**src/rtl/i2s_bclk_pkg.sv**
```systemverilog
package i2s_bclk_pkg;

    localparam int BCNT_W = 6;
    typedef logic [BCNT_W-1:0] bcnt_t;

    // Half-frame length in bit-clock cycles; reserved code maps to 32
    function automatic bcnt_t half_len(input logic [1:0] code);
        case (code)
            2'd0:    half_len = bcnt_t'(16);
            2'd1:    half_len = bcnt_t'(24);
            default: half_len = bcnt_t'(32);
        endcase
    endfunction

    // Gating length; 0 means free running (also when it would not fit)
    function automatic bcnt_t gate_len(input logic [2:0] code, input bcnt_t n);
        bcnt_t g;
        case (code)
            3'd1:    g = bcnt_t'(12);
            3'd2:    g = bcnt_t'(16);
            3'd3:    g = bcnt_t'(20);
            3'd4:    g = bcnt_t'(24);
            default: g = '0;
        endcase
        gate_len = (g >= n) ? '0 : g;
    endfunction

    typedef struct packed {
        logic       run;
        logic       phase;
        bcnt_t      bitcnt;
        logic       ws;
        logic       sclk;
        logic       sample;
        logic       shift;
        logic       first;
        bcnt_t      nlen;
        bcnt_t      glen;
        logic [2:0] align;
    } frame_st_t;

endpackage

```
**src/rtl/i2s_bclk_div.sv**
```systemverilog
module i2s_bclk_div #(
    parameter int DIV_W = 8
) (
    input  logic             clk,
    input  logic             rst_n,
    input  logic             run_i,
    input  logic [DIV_W-1:0] div_i,
    output logic             tick_o
);

    logic [DIV_W-1:0] cnt_d, cnt_q;

    always_comb begin
        tick_o = run_i && (cnt_q >= div_i);
        cnt_d  = cnt_q;
        if (!run_i || tick_o) begin
            cnt_d = '0;
        end else begin
            cnt_d = cnt_q + 1'b1;
        end
    end

    always_ff @(posedge clk or negedge rst_n) begin
        if (!rst_n) begin
            cnt_q <= '0;
        end else begin
            cnt_q <= cnt_d;
        end
    end

    AST_CNT_CLEAR_IDLE: assert property (@(posedge clk) disable iff (!rst_n)
        !run_i |=> (cnt_q == '0)) else $error("divider not cleared");

endmodule

```
**src/rtl/i2s_bclk_frame.sv**
```systemverilog
module i2s_bclk_frame
    import i2s_bclk_pkg::*;
(
    input  logic       clk,
    input  logic       rst_n,
    input  logic       en_i,
    input  logic       tick_i,
    input  logic [1:0] ws_size_i,
    input  logic [2:0] gate_i,
    input  logic [2:0] align_i,
    output logic       run_o,
    output logic       sclk_o,
    output logic       ws_o,
    output logic       sample_o,
    output logic       shift_o,
    output logic       first_o,
    output logic [2:0] align_o
);

    frame_st_t st_d, st_q;
    bcnt_t     cfg_n;

    always_comb begin
        st_d        = st_q;
        st_d.sample = 1'b0;
        st_d.shift  = 1'b0;
        st_d.first  = 1'b0;
        cfg_n       = half_len(ws_size_i);
        if (!st_q.run) begin
            // Idle: track configuration, hold lines low
            st_d.align  = align_i;
            st_d.nlen   = cfg_n;
            st_d.glen   = gate_len(gate_i, cfg_n);
            st_d.phase  = 1'b0;
            st_d.bitcnt = '0;
            st_d.ws     = 1'b0;
            if (en_i) begin
                st_d.run   = 1'b1;
                st_d.first = 1'b1;
            end
        end else if (!en_i && !st_q.phase) begin
            // Stop during low phase: no pulse is cut
            st_d.run    = 1'b0;
            st_d.bitcnt = '0;
            st_d.ws     = 1'b0;
        end else if (tick_i) begin
            if (!st_q.phase) begin
                st_d.phase = 1'b1;
            end else begin
                st_d.phase = 1'b0;
                if (!en_i) begin
                    st_d.run    = 1'b0;
                    st_d.bitcnt = '0;
                    st_d.ws     = 1'b0;
                end else if (st_q.bitcnt == st_q.nlen - 1'b1) begin
                    st_d.bitcnt = '0;
                    st_d.ws     = ~st_q.ws;
                    st_d.first  = 1'b1;
                end else begin
                    st_d.bitcnt = st_q.bitcnt + 1'b1;
                end
            end
        end
        st_d.sclk   = st_d.run && st_d.phase &&
                      !((st_d.glen != '0) && (st_d.bitcnt >= st_d.glen));
        st_d.sample = st_d.sclk && !st_q.sclk;
        st_d.shift  = !st_d.sclk && st_q.sclk;
    end

    always_ff @(posedge clk or negedge rst_n) begin
        if (!rst_n) begin
            st_q <= '0;
        end else begin
            st_q <= st_d;
        end
    end

    assign run_o    = st_q.run;
    assign sclk_o   = st_q.sclk;
    assign ws_o     = st_q.ws;
    assign sample_o = st_q.sample;
    assign shift_o  = st_q.shift;
    assign first_o  = st_q.first;
    assign align_o  = st_q.align;

    AST_IDLE_QUIET: assert property (@(posedge clk) disable iff (!rst_n)
        !st_q.run |-> (!st_q.sclk && !st_q.ws)) else $error("idle lines active");
    AST_BITCNT_RANGE: assert property (@(posedge clk) disable iff (!rst_n)
        st_q.run |-> (st_q.bitcnt < st_q.nlen)) else $error("bit count past slot");
    AST_RISE_ON_TICK: assert property (@(posedge clk) disable iff (!rst_n)
        $rose(st_q.sclk) |-> $past(tick_i)) else $error("rise off divider tick");
    AST_FALL_ON_TICK: assert property (@(posedge clk) disable iff (!rst_n)
        $fell(st_q.sclk) |-> $past(tick_i)) else $error("runt pulse");
    AST_WS_MARKED: assert property (@(posedge clk) disable iff (!rst_n)
        ($rose(st_q.ws) || ($fell(st_q.ws) && st_q.run)) |-> st_q.first) else $error("ws change unmarked");
    AST_ALIGN_HELD: assert property (@(posedge clk) disable iff (!rst_n)
        (st_q.run && $past(st_q.run)) |-> $stable(st_q.align)) else $error("format moved while running");

endmodule

```
**src/rtl/i2s_bclk_gen.sv**
```systemverilog
module i2s_bclk_gen #(
    parameter int DIV_W = 8
) (
    input  logic             clk,
    input  logic             rst_n,
    input  logic             clk_en,
    input  logic [DIV_W-1:0] div_ratio,
    input  logic [1:0]       ws_size,
    input  logic [2:0]       gate_code,
    input  logic [2:0]       align_sel,
    output logic             sclk,
    output logic             ws,
    output logic             sample_stb,
    output logic             shift_stb,
    output logic             first_bit_stb,
    output logic [2:0]       align_out
);

    logic run_w;
    logic tick_w;

    i2s_bclk_div #(.DIV_W(DIV_W)) u_div (
        .clk    (clk),
        .rst_n  (rst_n),
        .run_i  (run_w),
        .div_i  (div_ratio),
        .tick_o (tick_w)
    );

    i2s_bclk_frame u_frame (
        .clk       (clk),
        .rst_n     (rst_n),
        .en_i      (clk_en),
        .tick_i    (tick_w),
        .ws_size_i (ws_size),
        .gate_i    (gate_code),
        .align_i   (align_sel),
        .run_o     (run_w),
        .sclk_o    (sclk),
        .ws_o      (ws),
        .sample_o  (sample_stb),
        .shift_o   (shift_stb),
        .first_o   (first_bit_stb),
        .align_o   (align_out)
    );

    AST_STROBES_EXCLUSIVE: assert property (@(posedge clk) disable iff (!rst_n)
        !(sample_stb && shift_stb)) else $error("both strobes set");

endmodule

```
**config.mk**
```make
export PLATFORM = sky130hd
export DESIGN_NAME = i2s_bclk_gen
export DESIGN_NICKNAME = d
export VERILOG_FILES = /design/src/rtl/i2s_bclk_pkg.sv /design/src/rtl/i2s_bclk_div.sv /design/src/rtl/i2s_bclk_frame.sv /design/src/rtl/i2s_bclk_gen.sv
export SDC_FILE = /design/constraint.sdc
export NUM_CORES = 1
export LEC_CHECK = 0
export CORE_MARGIN = 2
export CORE_UTILIZATION = 35
export DETAILED_ROUTE_END_ITERATION = 16
export SYNTH_ARGS = -nofsm -noshare
export SYNTH_HDL_FRONTEND = slang
export SYNTH_SLANG_ARGS = --single-unit
```
**constraint.sdc**
```tcl
create_clock -name clk -period 3.7 [get_ports clk]
set_input_delay 1.11 -clock clk [delete_from_list [all_inputs] [get_ports clk]]
set_output_delay 1.11 -clock clk [all_outputs]
set_load 0.03 [all_outputs]
```
# Yosys cells after proc, flatten, opt, wreduce, memory -nomap -nowiden
# Cells that the tools add are included.
# classes
add_sub_neg	3
magnitude_cmp	3
eq_ne	9
mux	24
bitwise_logic	1
n_reduce_logical	17
# op_table
op	count
9-bit 2-to-1 mux	3
7-bit 2-to-1 mux	3
5-bit one-hot mux with 4 select lines	1
6-bit 2-to-1 mux	3
6-bit greater-or-equal comparator	2
1-bit 2-to-1 mux	12
6-bit one-hot mux with 2 select lines	1
8-bit by 1-bit adder with 8-bit output, second input constant	1
8-bit greater-or-equal comparator	1
8-bit 2-to-1 mux	1
1-bit logical AND	7
6-bit by 1-bit adder with 6-bit output, second input constant	1
3-bit by 2-bit == test with 1-bit output, second input constant	2
6-bit == test	1
1-bit zero test	6
3-bit inequality test, second input constant	2
6-bit nonzero test	1
6-bit by 1-bit subtractor with 6-bit output, second input constant	1
4-bit inequality test, second input constant	1
3-bit by 1-bit == test with 1-bit output, second input constant	1
3-bit == test, second input constant	1
3-bit AND reduction	1
2-bit by 1-bit == test with 1-bit output, second input constant	1
2-bit zero test	1
2 further kinds	2
# word_totals
register_bits	36
out_inout_bits	8

# Longest topological paths before layout
# logic_depth
word_depth	14
ltp_mapped	13
mapped_depth_nobuf	13

# Modules after synthesis
# Synthesis repeated with hierarchy kept, for this count alone.
# hier_totals
hier_cells	204
hier_area_um2	2043.2
# by_module_without_submodules
module	n_inst	cells_each	area_per_inst_um2	seq_area_each_um2
i2s_bclk_frame	1	145	1465.2	625.6
i2s_bclk_div	1	59	578.1	200.2

# Worst setup path after synthesis
# Ideal clock, no wire load.
# synth_timing
path_type	in2reg
startpoint	input port div_ratio[2]
endpoint	register u_frame.st_q, in the netlist u_frame.shift_o
setup_ps	124
t_arrival_ps	3531
required_ps	3576
setup_slack_ps	45
path_stages	13
cell_sequence	inv_1 -> ha_1 -> a21o_1 -> a31oi_1 -> o211a_1 -> nor3_1 -> a311o_1 -> ha_1 -> a21oi_1 -> o21ai_0 -> a221oi_1 -> a41oi_1 -> o31a_1
# synth_rtl
element	line_no	text
start: declaration	i2s_bclk_gen.sv:7	input logic [DIV_W-1:0] div_ratio,
end signal: assignment	i2s_bclk_frame.sv:74	st_q <= st_d;
end: declaration	i2s_bclk_frame.sv:20	frame_st_t st_d, st_q;

==> results.sh <==
export IMPL_syn_num_nets=252
export IMPL_crit_type="input port to flop"
export IMPL_netlist_area_mm2=0.002061
export IMPL_critPathRequiredTime_ns=3.87
export IMPL_status="finished clean"
export IMPL_vias_per_cell=5.111
export IMPL_synthDistinctLibCells=51
export IMPL_synth_edf_count=0
export IMPL_hpwl_mm=3.239
export IMPL_vias=1753
export IMPL_timing_rr_start="u_frame.st_q[12]"
export IMPL_fmax_ghz=0.2801
export IMPL_dp_slack_ns=-0.6421
export IMPL_drv_slew=0
export IMPL_crit_path_max_fanout=4
export IMPL_cts_buffers_inserted=5
export IMPL_crit_start="div_ratio[0]"
export IMPL_ir_drop_mv=0.1428
export IMPL_max_cap_violations=0
export IMPL_clkSinkCount=33
export IMPL_grt_ovfl_total=0
export IMPL_area_delta_synth_final_pct=38.56
export IMPL_setup_slack_ns=0.1294
export IMPL_final_hold_viol_count=0
export IMPL_drc=0
export IMPL_final_cell_mix="33 x dfrtp_1, 29 x buf_4, 18 x clkdlybuf4s50_1"
export IMPL_synthMuxAreaShare=0.02732
export IMPL_core_area_mm2=0.005608
export IMPL_skew_ns=0.01459
export IMPL_clock_path_buffers=2
export IMPL_drt_first_pass_iters=4
export IMPL_dpl_cell_area_mm2=0.002579
export IMPL_rsz0062_at_grt="no"
export IMPL_power_density_mw_per_mm2=305.0
export IMPL_r2r_cells=13
export IMPL_antenna_found_initial=0
export IMPL_n_fill_cell=527
export IMPL_gp_congestion=0.7932
export IMPL_hold_path_end="u_frame.sample_o"
export IMPL_worstSetupEndpointType="flop"
export IMPL_cpPeakStageDelay_ns=0.38
export IMPL_synth_xor_area_frac=0.04554
export IMPL_drive_above_1_share=0.2768
export IMPL_synthFlopType="dfrtp_1"
export IMPL_grt_pass1_vias=1711
export IMPL_grt_pass1_wl_mm=8.148
export IMPL_p_leak_nw=1.276
export IMPL_cts_htree_levels=2
export IMPL_hold_start="u_frame.sclk_o"
export IMPL_seqCellArea_um2=825.8
export IMPL_die_h_um=80.73
export IMPL_r2r_slack_ns=0.63
export IMPL_async_flop_share=1.000
export IMPL_pin_count=27
export IMPL_grt_usage=0.1622
export IMPL_seq_area_frac_synth=0.4007
export IMPL_synth_seq_cells=33
export IMPL_cp_arrival_ns=3.74
export IMPL_fp_dieArea_mm2=0.006517
export IMPL_yosysWarnings=0
export IMPL_synth_compound_area_frac=0.1421
export IMPL_clk_latency_ns=0.29
export IMPL_crit_chain="dlygate4sd2_1, ha_1, nand2b_4, a31oi_4, buf_6, o211ai_1, nand2_2, a311o_1, ha_4, a21oi_2, o21ai_1, a221oi_2, a41oi_2, o31a_1"
export IMPL_placementRows=27
export IMPL_ant_nets=0
export IMPL_grt_max_degree=34
export IMPL_diodes=0
export IMPL_initial_core_util=0.3675
export IMPL_cts_clk_slew_worst_paths_ns=0.07
export IMPL_reg2reg_to="u_frame.shift_o"
export IMPL_dieWidth_um=80.73
export IMPL_setup_viol=0
export IMPL_root_buffer="clkbuf_8"
export IMPL_critPathSlowestCell="a311o_1"
export IMPL_final_common_cell="dfrtp_1"
export IMPL_min_path_cells=1
export IMPL_cts_hold_fix_buffers=0
export IMPL_drt_wl_total_mm=4.704
export IMPL_syn_inst=215
export IMPL_hold_path_class="flop to flop"
export IMPL_synth_simple_area_share=0.2180
export IMPL_drt_iter0_drc=87
export IMPL_final_cell_area_mm2=0.002855
export IMPL_finalNetCount=307
export IMPL_period_share=0.9650
export IMPL_maxSlewHeadroom=0.7255
export IMPL_crit_path_start_kind="input port"
export IMPL_synth_fa_ha_area_frac=0.1093
export IMPL_worst_slew_pin_slew_ns=0.4086
export IMPL_multiInputGateArea_mm2=0.001301
export IMPL_avgSynthCellArea_um2=9.585
export IMPL_synth_top_family_by_area="simple AND/OR/NAND/NOR gates"
export IMPL_io_buffers=26
export IMPL_wire_per_inst_um=13.71
export IMPL_cts_tree="built"
export IMPL_post_route_min_period_ns=3.571
==> metal layers <==
layer	vias to the layer above	track usage	wire length (um)
li1	876	-	-
met1	841	0.2208	2328
met2	32	0.2508	2129
met3	4	0.04111	198
met4	0	0.05763	48
met5	-	0	0
==> sequential cells by signal (all words and copies together), names as in the netlist <==
signal	cells
u_frame.ws_o	1
u_frame.align_o	3
u_frame.sclk_o	1
u_div.cnt_q	8
u_frame.sample_o	1
u_frame.run_o	1
u_frame.shift_o	1
u_frame.st_q	16
u_frame.first_o	1
==> cell usage after synthesis (5+ instances only) <==
master	instances	area (um2)
nand2_1	14	52.55
nand3_1	13	65.06
nor2_1	16	60.06
ha_1	18	225.2
inv_1	19	71.32
nand4_1	6	37.54
nand2b_1	5	31.28
dfrtp_1	33	825.8
nor3_1	5	25.02
xor2_1	5	43.79
mux2_2	5	56.30
o21ai_0	5	25.02
==> critical path: cells and delay by family <==
family	cells	cell delay (ns)
compound gates	8	1.49
fa+ha+maj	2	0.51
simple gates	2	0.26
buf+inv	2	0.36
==> logic make-up after synthesis <==
group	Yosys count
simple gates	83
compound gates	39
flops	33
buf+inv	28
fa+ha+maj	18
xor+xnor	9
mux	5
==> worst max-delay path by stage <==
stage	end	cells past startpoint
2_1_floorplan	u_frame.shift_o	13
5_1_grt	u_frame.shift_o	14
4_1_cts	u_frame.shift_o	14
3_5_place_dp	u_frame.shift_o	14
3_3_place_gp	u_frame.shift_o	14
6_report	u_frame.shift_o	14
==> metrics by stage <==
step           utilization  setup TNS (ns)   power, W  cells  hold slack, ns
3_3_place_gp        0.4598          -1.515  0.0005752    333          0.4593
2_1_floorplan            -               0  0.0004990    215          0.4520
4_1_cts             0.4996               0  0.0008699    342          0.4640
6_report            0.5091               0  0.0008708    343          0.4635
5_1_grt             0.5091               0  0.0009195    343          0.4822
3_5_place_dp        0.4598          -1.686  0.0005779    333          0.4544
==> report_power, final <==
group	switching, W	internal, W	leakage, nW	total [W]
sequential	0.0000145	0.000379	0.440	0.000393
clock	0.000138	0.000130	0.0450	0.000268
combinational	0.000102	0.000107	0.792	0.000209
total	0.000254	0.000617	1.28	0.000871
==> area by class of cell <==
cell class | count | area share
Inverter | 20 | 0.02629
Clock buffer | 6 | 0.02542
Tap cell | 72 | 0.03155
Sequential cell | 33 | 0.2892
Multi-Input combinational cell | 154 | 0.4557
Clock inverter | 2 | 0.003506
Timing Repair Buffer | 56 | 0.1683
==> repair_timing <==
item / CTS / global route
hold endpoints to repair: 0 / 0
cloned: 0 / 0
pin swaps: 19 / 7
setup endpoints to repair: 3 / 3
setup buffers: 1 / 1
resized for setup: 36 / 8
Note: power is estimated with default switching activity, not from simulation.
